## src/rtl/wp_pkg.sv

```systemverilog
package wp_pkg;

    typedef enum logic [2:0] {
        K_NONE,
        K_WORD,
        K_PAGE,
        K_ALL,
        K_PR_LOAD,
        K_PR_CLEAR,
        K_PR_ARM,
        K_PR_FREEZE
    } cmd_kind_t;

    typedef enum logic [1:0] {
        ST_IDLE,
        ST_ARMED,
        ST_FROZEN
    } arm_state_t;

endpackage

```

## src/rtl/wp_cmd_decode.sv

```systemverilog
module wp_cmd_decode
    import wp_pkg::*;
#(
    parameter int ADDR_W = 8
) (
    input  logic              valid_i,
    input  logic              psel_i,
    input  logic [1:0]        opc_i,
    input  logic [ADDR_W-1:0] addr_i,
    output cmd_kind_t         kind_o
);

    localparam logic [ADDR_W-1:0] ALL_ONES  = '1;
    localparam logic [ADDR_W-1:0] ALL_ZEROS = '0;

    logic [1:0] top2;
    assign top2 = addr_i[ADDR_W-1 -: 2];

    always_comb begin
        kind_o = K_NONE;
        if (valid_i) begin
            if (!psel_i) begin
                unique case (opc_i)
                    2'b01:   kind_o = K_WORD;
                    2'b11:   kind_o = K_PAGE;
                    2'b00:   kind_o = (top2 == 2'b01) ? K_ALL : K_NONE;
                    default: kind_o = K_NONE;
                endcase
            end else begin
                unique case (opc_i)
                    2'b01:   kind_o = K_PR_LOAD;
                    2'b11:   kind_o = (addr_i == ALL_ONES) ? K_PR_CLEAR : K_NONE;
                    2'b00: begin
                        if (top2 == 2'b11)
                            kind_o = K_PR_ARM;
                        else if (addr_i == ALL_ZEROS)
                            kind_o = K_PR_FREEZE;
                        else
                            kind_o = K_NONE;
                    end
                    default: kind_o = K_NONE;
                endcase
            end
        end
    end

endmodule

```

## src/rtl/wp_arm_fsm.sv

```systemverilog
module wp_arm_fsm
    import wp_pkg::*;
(
    input  logic      clk,
    input  logic      por_n,
    input  logic      rst_n,
    input  cmd_kind_t kind_i,
    input  logic      wen_i,
    input  logic      lock_i,
    output logic      do_load_o,
    output logic      do_clear_o,
    output logic      do_freeze_o
);

    arm_state_t state_q, state_d;

    // next-state logic
    always_comb begin
        state_d = state_q;
        unique case (state_q)
            ST_IDLE: begin
                if (wen_i && kind_i == K_PR_ARM)
                    state_d = ST_ARMED;                       // ARM
            end
            ST_ARMED: begin
                if (wen_i && (kind_i == K_PR_LOAD || kind_i == K_PR_CLEAR))
                    state_d = ST_IDLE;                        // COMMIT
                else if (wen_i && kind_i == K_PR_FREEZE)
                    state_d = ST_FROZEN;                      // FREEZE
                else
                    state_d = ST_ARMED;                       // REARM / hold
            end
            ST_FROZEN: state_d = ST_FROZEN;
            default:   state_d = ST_IDLE;
        endcase
    end

    // state register
    always_ff @(posedge clk) begin
        if (!por_n)
            state_q <= ST_IDLE;
        else if (!rst_n)
            state_q <= lock_i ? ST_FROZEN : ST_IDLE;          // RESUME
        else
            state_q <= state_d;
    end

    // outputs
    always_comb begin
        do_load_o   = 1'b0;
        do_clear_o  = 1'b0;
        do_freeze_o = 1'b0;
        unique case (state_q)
            ST_ARMED: begin
                do_load_o   = wen_i && rst_n && (kind_i == K_PR_LOAD);
                do_clear_o  = wen_i && rst_n && (kind_i == K_PR_CLEAR);
                do_freeze_o = wen_i && rst_n && (kind_i == K_PR_FREEZE);
            end
            default: ;
        endcase
    end

    AST_ONE_COMMIT_PER_ARM: assert property (@(posedge clk) disable iff (!por_n || !rst_n)
        (do_load_o || do_clear_o) |=> (state_q == ST_IDLE));

    AST_FROZEN_NO_COMMIT: assert property (@(posedge clk) disable iff (!por_n || !rst_n)
        (state_q == ST_FROZEN) |-> !(do_load_o || do_clear_o || do_freeze_o));

endmodule

```

## src/rtl/wp_nv_store.sv

```systemverilog
module wp_nv_store #(
    parameter int ADDR_W = 8
) (
    input  logic              clk,
    input  logic              por_n,
    input  logic              do_load_i,
    input  logic              do_clear_i,
    input  logic              do_freeze_i,
    input  logic [ADDR_W-1:0] addr_i,
    output logic [ADDR_W-1:0] bnd_o,
    output logic              flag_o,
    output logic              lock_o
);

    always_ff @(posedge clk) begin
        if (!por_n) begin
            bnd_o  <= '0;
            flag_o <= 1'b1;
            lock_o <= 1'b0;
        end else begin
            if (do_load_i) begin
                bnd_o  <= addr_i;
                flag_o <= 1'b0;
            end else if (do_clear_i) begin
                bnd_o  <= '0;
                flag_o <= 1'b1;
            end
            if (do_freeze_i)
                lock_o <= 1'b1;
        end
    end

    AST_LOCK_STICKY: assert property (@(posedge clk) disable iff (!por_n)
        lock_o |=> lock_o);

    AST_FROZEN_STABLE: assert property (@(posedge clk) disable iff (!por_n)
        lock_o |=> ($stable(bnd_o) && $stable(flag_o)));

    AST_NO_COMMIT_NO_CHANGE: assert property (@(posedge clk) disable iff (!por_n)
        (!do_load_i && !do_clear_i) |=> ($stable(bnd_o) && $stable(flag_o)));

    AST_LOAD_ACTIVATES: assert property (@(posedge clk) disable iff (!por_n)
        do_load_i |=> !flag_o);

endmodule

```

## src/rtl/wp_judge.sv

```systemverilog
module wp_judge
    import wp_pkg::*;
#(
    parameter int ADDR_W     = 8,
    parameter int PAGE_WORDS = 4
) (
    input  logic              clk,
    input  logic              por_n,
    input  logic              rst_n,
    input  cmd_kind_t         kind_i,
    input  logic [ADDR_W-1:0] addr_i,
    input  logic [ADDR_W-1:0] bnd_i,
    input  logic              flag_i,
    output logic              permit_o,
    output logic              vld_o
);

    localparam logic [ADDR_W-1:0] PAGE_MASK = ADDR_W'(PAGE_WORDS - 1);

    logic [ADDR_W-1:0] page_last;
    logic              verdict;
    logic              is_write;

    assign page_last = addr_i | PAGE_MASK;

    always_comb begin
        verdict  = 1'b0;
        is_write = 1'b1;
        unique case (kind_i)
            K_WORD:  verdict = flag_i || (addr_i <= bnd_i);
            K_PAGE:  verdict = flag_i || (page_last <= bnd_i);
            K_ALL:   verdict = flag_i;
            default: is_write = 1'b0;
        endcase
    end

    always_ff @(posedge clk) begin
        if (!por_n || !rst_n) begin
            permit_o <= 1'b0;
            vld_o    <= 1'b0;
        end else begin
            permit_o <= is_write && verdict;
            vld_o    <= is_write;
        end
    end

    AST_ALL_NEEDS_CLEAR: assert property (@(posedge clk) disable iff (!por_n || !rst_n)
        (kind_i == K_ALL && !flag_i) |=> !permit_o);

    AST_WORD_ABOVE_BLOCKED: assert property (@(posedge clk) disable iff (!por_n || !rst_n)
        (kind_i == K_WORD && !flag_i && addr_i > bnd_i) |=> !permit_o);

    AST_NO_VERDICT_IDLE: assert property (@(posedge clk) disable iff (!por_n || !rst_n)
        (kind_i == K_NONE) |=> (!vld_o && !permit_o));

endmodule

```

## src/rtl/wp_guard_unit.sv

```systemverilog
module wp_guard_unit
    import wp_pkg::*;
#(
    parameter int ADDR_W     = 8,
    parameter int PAGE_WORDS = 4
) (
    input  logic              clk,
    input  logic              por_n,
    input  logic              rst_n,
    input  logic              wen_latch,
    input  logic              cmd_valid,
    input  logic              cmd_psel,
    input  logic [1:0]        cmd_opc,
    input  logic [ADDR_W-1:0] cmd_addr,
    output logic              permit,
    output logic              permit_vld,
    output logic [ADDR_W:0]   prot_word
);

    cmd_kind_t         kind;
    logic              do_load, do_clear, do_freeze;
    logic [ADDR_W-1:0] bnd;
    logic              flag, lock;

    wp_cmd_decode #(.ADDR_W(ADDR_W)) u_dec (
        .valid_i (cmd_valid),
        .psel_i  (cmd_psel),
        .opc_i   (cmd_opc),
        .addr_i  (cmd_addr),
        .kind_o  (kind)
    );

    wp_arm_fsm u_fsm (
        .clk         (clk),
        .por_n       (por_n),
        .rst_n       (rst_n),
        .kind_i      (kind),
        .wen_i       (wen_latch),
        .lock_i      (lock),
        .do_load_o   (do_load),
        .do_clear_o  (do_clear),
        .do_freeze_o (do_freeze)
    );

    wp_nv_store #(.ADDR_W(ADDR_W)) u_nv (
        .clk         (clk),
        .por_n       (por_n),
        .do_load_i   (do_load),
        .do_clear_i  (do_clear),
        .do_freeze_i (do_freeze),
        .addr_i      (cmd_addr),
        .bnd_o       (bnd),
        .flag_o      (flag),
        .lock_o      (lock)
    );

    wp_judge #(.ADDR_W(ADDR_W), .PAGE_WORDS(PAGE_WORDS)) u_judge (
        .clk      (clk),
        .por_n    (por_n),
        .rst_n    (rst_n),
        .kind_i   (kind),
        .addr_i   (cmd_addr),
        .bnd_i    (bnd),
        .flag_i   (flag),
        .permit_o (permit),
        .vld_o    (permit_vld)
    );

    assign prot_word = {bnd, flag};

    AST_PERMIT_NEEDS_VLD: assert property (@(posedge clk) disable iff (!por_n || !rst_n)
        !cmd_valid |=> !permit_vld);

endmodule

```

## config.mk

```make
export PLATFORM = sky130hd
export DESIGN_NAME = wp_guard_unit
export DESIGN_NICKNAME = d
export VERILOG_FILES = /design/src/rtl/wp_pkg.sv /design/src/rtl/wp_cmd_decode.sv /design/src/rtl/wp_arm_fsm.sv /design/src/rtl/wp_nv_store.sv /design/src/rtl/wp_judge.sv /design/src/rtl/wp_guard_unit.sv
export SDC_FILE = /design/constraint.sdc
export NUM_CORES = 1
export LEC_CHECK = 0
export BUFFER_PORTS_ARGS = -buffer_cell sky130_fd_sc_hd__buf_2
export CAP_MARGIN = 30
export CORE_UTILIZATION = 50
export DETAILED_ROUTE_END_ITERATION = 16
export GPL_TIMING_DRIVEN = 0
export PLACE_DENSITY = 0.74
export SLEW_MARGIN = 25
export SYNTH_ARGS = -nofsm -noshare
export SYNTH_HDL_FRONTEND = slang
export SYNTH_SLANG_ARGS = --single-unit
export TNS_END_PERCENT = 1
```

## constraint.sdc

```tcl
create_clock -name clk -period 2.2 [get_ports clk]
set_input_delay 0 -clock clk [delete_from_list [all_inputs] [get_ports clk]]
set_output_delay 0 -clock clk [all_outputs]
set_load 0.01 [all_outputs]
```

==> results of run 1 <==
## sequential cells by signal, indices dropped and copies added, names as in the netlist
register          count
u_judge.permit_o      1
u_nv.bnd_o            8
u_nv.lock_o           1
u_nv.flag_o           1
u_judge.vld_o         1
u_fsm.state_q         2
## stage by stage
step           power, uW  util (%)
3_3_place_gp       346.7     64.58
4_1_cts            494.0     66.94
6_report           490.1     67.43
3_5_place_dp       349.3     64.58
5_1_grt            517.4     67.43
2_1_floorplan      311.1         -
## worst min-delay path, cell delays in order
cell and delay, ps:
buf_2 130, nand2_1 60, mux2i_1 60
## power breakdown
group | internal (uW) | leakage (uW) | switching [uW]
registers | 255 | 0.000113 | 0.786
logic | 38.7 | 0.000389 | 52.6
clock network | 63.6 | 0.0000138 | 79.2
total | 358 | 0.000516 | 133
## cells in the mapped netlist (3+ instances only)
cell	number
nand2_1	26
dfxtp_1	14
inv_1	14
ha_1	9
mux2i_1	9
a21oi_1	5
nor2b_1	4
nor3_1	4
nor4_1	4
o21ai_0	3
## cells by family after synthesis
kind of cell,after synthesis
compound gates,25
fa+ha+maj,9
buf+inv,17
flops,14
mux,9
simple gates,50
## layer usage
metal | routed length (um) | vias up | part of all wire (%)
met5 | 0 | - | 0
met4 | 55 | 0 | 2.5
met3 | 106 | 7 | 4.8
met2 | 965 | 37 | 44
met1 | 1062 | 456 | 49
li1 | - | 510 | -
## final timing paths
check	start	to	slack [ps]	depth (start not counted)
worst max-delay path	cmd_addr[4]	u_fsm.state_q[0]$_SDFFE_PN0P_	140	7
worst min-delay path	cmd_addr[1]	u_nv.bnd_o[1]$_SDFFE_PN0P_	6	3
worst max register to register	u_nv.bnd_o[7]$_SDFFE_PN0P_	u_judge.permit_o$_SDFF_PP0_	440	7
worst min register to register	u_fsm.state_q[1]$_SDFFE_PN0P_	u_fsm.state_q[0]$_SDFFE_PN0P_	430	1
## what timing repair did
item | 4_1_cts | 5_1_grt
setup endpoints to repair | 0 | 10
hold buffers | 2 | 0
gates resized for setup | 0 | 3
hold endpoints to repair | 2 | 0
## final cells by class
| cell class | instances | area, um^2 | area share, % |
|---|---|---|---|
| well taps | 25 | 31.28 | 2.575 |
| plain buffers | 3 | 18.77 | 1.545 |
| repair buffers | 28 | 150.1 | 12.36 |
| flip-flops and latches | 14 | 280.3 | 23.07 |
| inverters | 14 | 52.55 | 4.325 |
| clock buffers | 3 | 22.52 | 1.854 |
| multi-input cells | 93 | 659.4 | 54.27 |
==> reports/qor.txt, run 1 <==
Tot GR Track Use: 23.27%
Crit path required time: 2400 ps
Pre-CTS setup slack: 293.7 ps
Mapped cell area: 1002 um^2
Critical path class: in -> reg
RSZ-0062 raised after global routing: false
Worst-path clk slew: 80 ps
# Post-CTS Setup Buffers: 0
Total CTS buffers: 3
Crit path cell chain: dlygate4sd3_1, buf_2, nor4_2, nand3_1, a211o_1, or4_1, a211oi_2
Post-synthesis compound-gate area fraction: 19.35%
Largest cells by area after synthesis: dfxtp_1 28%, ha_1 11%, nand2_1 9.7%, mux2i_1 9.0%, inv_1 5.2%
Min Clock Period, post-route: 2062 ps
CP Max Fanout: 5
#FFs+latches synth: 14
EDFF count, synth: 0
Final nets: 182
TritonRoute pass-1 iters: 4
Number of diodes: 0
Synth Area in Simple Gates: 25.59%
Port buffer count: 26
Cell accounting for the most synthesized area: dfxtp_1
First-pass GRT wire length: 3567 um
Largest family of logic cells by synthesized area: simple AND/OR/NAND/NOR gates
Asr flop ratio synth: 0%
Fin Setup TNS: 0 ps
Static Leak: 0.0005163 uW
Synth top area share: 27.97%
Core Region: 1802 um^2
Fmax: 0.4850 GHz
Layout cells sized above 1: 22.58%
Slew Limit Fails: 0
Dpl hpwl: 1768 um
Vias in the first global route: 865
Clock buffer depth: 2
Hold Crit Class: in -> reg
CP Buf/Inv Count: 2
Clk_lat worst skew: 280 ps
DR vias/cell: 5.611
H-Tree Depth: 1
Post-Syn Instances: 124
WHS: 6.048 ps
Post-route ant nets: 0
Final Hold Fails: 0
CTS tree: yes
Slew of the pin with the lowest slew margin: 771.4 ps
Slew margin rel.: 48.44%
Clk_skew: 2.263 ps
Most used routing layer: met2
I/O pin total: 27
Mean Syn Cell Area: 8.082 um^2
Synth Area in XOR/XNOR: 0%
Drt wl/cell: 12.16 um
Drt total wl: 2189 um
Syn_nets: 149
Synthesis Warnings: 0
Via count: 1010
Power per Cell Area: 403.4 nW/um^2
# setup viols final: 0
Final Worst Setup Slack: 138.0 ps
Met3 GRT Util: 3.462%
Largest net degree at the start of global routing: 11
Die area: 2187 um^2
Fin crit share: 93.73%
DR iter-0 viols: 13
Worst Setup Start Kind: input port
Remaining DRCs: 0
Die X: 46.77 um
Worst VDD drop: 0.3779 mV
Initial antenna violation count: 0
Post-synthesis sequential area ratio: 27.97%
Met2 usage: 35.83%
Die Y-Extent: 46.77 um
DP Area: 1164 um^2
Mux contribution to synthesized area: 8.989%
Setup crit end kind: flip-flop
Initial Util: 55.62%
Layout Cells excl Fill: 180
Cell Rows: 15
Crit-path slowest cell: or4_1
Adder-cell share of the synthesized area: 11.24%
Arr. time, crit path: 2270 ps
CP max stage delay: 540 ps
Routability cong.: 0.8490
Met1 Track Usage GR: 31.37%
Clock root buffer: clkbuf_4
Ys flop type: dfxtp_1
Design Area, Final: 1215 um^2
Top cell family by delay on the critical path: simple AND/OR/NAND/NOR gates
Grt ovf: 0
Most frequent cells in the layout: 26 x nand2_1, 26 x buf_2, 14 x inv_1, 14 x dfxtp_1
Status: completed
# clock sinks: 14
Distinct cells, synth: 37
Max-cap violations: 0
Area grow syn2layout: 21.22%
Placed cells: 175
Fill count: 177
Power figures use the tool's default switching activity.
==> run 2: changes to the inputs <==
--- a/config.mk
+++ b/config.mk
@@ -10,8 +10,8 @@
 export CORE_UTILIZATION = 50
 export DETAILED_ROUTE_END_ITERATION = 16
 export GPL_TIMING_DRIVEN = 0
+export HOLD_SLACK_MARGIN = 0.05
 export PLACE_DENSITY = 0.74
-export SLEW_MARGIN = 25
 export SYNTH_ARGS = -nofsm -noshare
 export SYNTH_HDL_FRONTEND = slang
 export SYNTH_SLANG_ARGS = --single-unit
==> run 2 against run 1 <==
Net effect: combinational power up 11%; final cell count up 3.9%; first-iteration DRC count up 62%; flip-flop and latch count unchanged; non-clock buffer count up 7; final area up 5.8%; maximum frequency down 1.4%; hold slack better by 69 ps; clock skew up 1.1 ps; core utilization up 3.9 points; sequential share of layout area down 1.3 points; die area unchanged; critical path type unchanged.
==> reports/qor.txt, run 2 (synthesized netlist as in run 1, its figures left out) <==
Dpl hpwl: 1768 um
Most frequent cells in the layout: 26 x nand2_1, 26 x buf_2, 14 x inv_1, 14 x dfxtp_1
Number of diodes: 0
# Post-CTS Setup Buffers: 0
Reg area: 280.3 um^2
Multi-input logic area: 659.4 um^2
Vias in the first global route: 928
Clk_skew: 3.412 ps
Remaining DRCs: 0
Slew of the pin with the lowest slew margin: 777.3 ps
Top cell family by delay on the critical path: simple AND/OR/NAND/NOR gates
Total CTS buffers: 3
# clock sinks: 14
Max reg flops: 8
CTS tree: yes
Routability cong.: 0.8490
Fill count: 166
Crit path required time: 2400 ps
Drt total wl: 2337 um
DR iter-0 viols: 21
Fmax: 0.4780 GHz
Final Worst Setup Slack: 107.8 ps
Hold_sp: por_n
Pwr Total: 500.5 uW
Post-route ant nets: 0
Top reg by flops: u_nv.bnd_o
Final nets: 189
Drt wl/cell: 12.50 um
Hold path cells: 3
CP Max Fanout: 5
First-pass GRT wire length: 3781 um
Status: completed
Slew margin rel.: 48.05%
Initial antenna violation count: 0
Critical path class: in -> reg
RSZ-0062 raised after global routing: false
Die Y-Extent: 46.77 um
Via count: 1042
Min Clock Period, post-route: 2092 ps
Placed cells: 175
I/O pin total: 27
Slew Limit Fails: 0
H-Tree Depth: 1
Max-cap violations: 0
Setup crit end kind: flip-flop
Power per Cell Area: 389.5 nW/um^2
Clock buffer depth: 2
R2r setup slk: 450 ps
Fin Setup TNS: 0 ps
Die X: 46.77 um
Largest regs: u_nv.bnd_o x8, u_fsm.state_q x2
Area grow syn2layout: 28.21%
Layout cells sized above 1: 21.60%
Hold Path End: u_nv.flag_o$_SDFFE_PN1P_
Largest net degree at the start of global routing: 11
Tot GR Track Use: 24.62%
Core Region: 1802 um^2
# setup viols final: 0
Grt ovf: 0
Cell Rows: 15
CP Buf/Inv Count: 2
Worst R2R Start: u_nv.bnd_o[7]$_SDFFE_PN0P_
R2R depth: 7
DR vias/cell: 5.572
Worst-path clk slew: 70 ps
Crit-path slowest cell: or4_1
Final Hold Fails: 0
Layout Cells excl Fill: 187
TritonRoute pass-1 iters: 4
Worst reg2reg path endpoint: u_judge.permit_o$_SDFF_PP0_
CP max stage delay: 540 ps
Initial Util: 55.62%
Die area: 2187 um^2
Arr. time, crit path: 2300 ps
Crit path cell chain: dlygate4sd3_1, buf_2, nor4_2, nand3_1, a211o_1, or4_1, a211oi_2
Static Leak: 0.0005455 uW
Clock root buffer: clkbuf_4
Worst Setup Start Kind: input port
Clk_lat worst skew: 280 ps
Fin crit share: 95.10%
Port buffer count: 26
Worst VDD drop: 0.3799 mV
Pre-CTS setup slack: 293.7 ps
Hold Crit Class: in -> reg
## run 2: cell count changes in the layout (fill, tap and decap cells not counted)
cell,change
dlygate4sd3_1,+7
## run 2: metal layers
layer / vias up / wire length (um) / track usage [%]
met5: - / 0 / 0
met4: 0 / 48 / 12.00
met3: 5 / 109 / 3.462
met2: 33 / 1090 / 40.00
met1: 480 / 1089 / 32.08
li1: 524 / - / -
## run 2: through the flow
step / utilization [%] / area (um^2) / hold slack (ps)
floorplan: - / 1002 / 142.1
global placement: 64.58 / 1164 / 290.7
detailed placement: 64.58 / 1164 / 296.3
CTS: 70.83 / 1276 / 72.76
global route: 71.32 / 1285 / 103.8
finish: 71.32 / 1285 / 75.43
## run 2: timing repair
item,4_1_cts,5_1_grt
resized for setup,0,3
setup endpoints to repair,0,10
hold buffers,9,0
endpoints found under the hold margin,9,0
## run 2: layout make-up
| cell class | count | area share, % |
|---|---|---|
| timing repair buffer | 35 | 17.14 |
| tap | 25 | 2.434 |
| buffer | 3 | 1.461 |
| clock buffer | 3 | 1.753 |
| sequential | 14 | 21.81 |
| inverter | 14 | 4.090 |
| multi-input combinational | 93 | 51.31 |
## run 2: worst max path at each step
stage | slack (ps) | endpoint | cells after the start | from
finish | 110 | u_fsm.state_q[0]$_SDFFE_PN0P_ | 7 | cmd_addr[2]
global route | 10 | u_nv.bnd_o[5]$_SDFFE_PN0P_ | 8 | cmd_addr[2]
CTS | 20 | u_nv.bnd_o[3]$_SDFFE_PN0P_ | 8 | cmd_addr[2]
detailed placement | 290 | u_fsm.state_q[0]$_SDFFE_PN0P_ | 6 | cmd_addr[2]
global placement | 360 | u_fsm.state_q[0]$_SDFFE_PN0P_ | 6 | cmd_addr[2]
floorplan | 540 | u_judge.permit_o$_SDFF_PP0_ | 7 | u_nv.bnd_o[7]$_SDFFE_PN0P_
## run 2: tightest hold or removal path, stage by stage
cell and delay [ps]:
buf_2 110, nor2b_1 130, mux2i_1 70
## run 2: power breakdown
part	switching (uW)	internal (uW)
sequential	0.790	255
combinational	54.5	46.8
clock	79.6	63.6
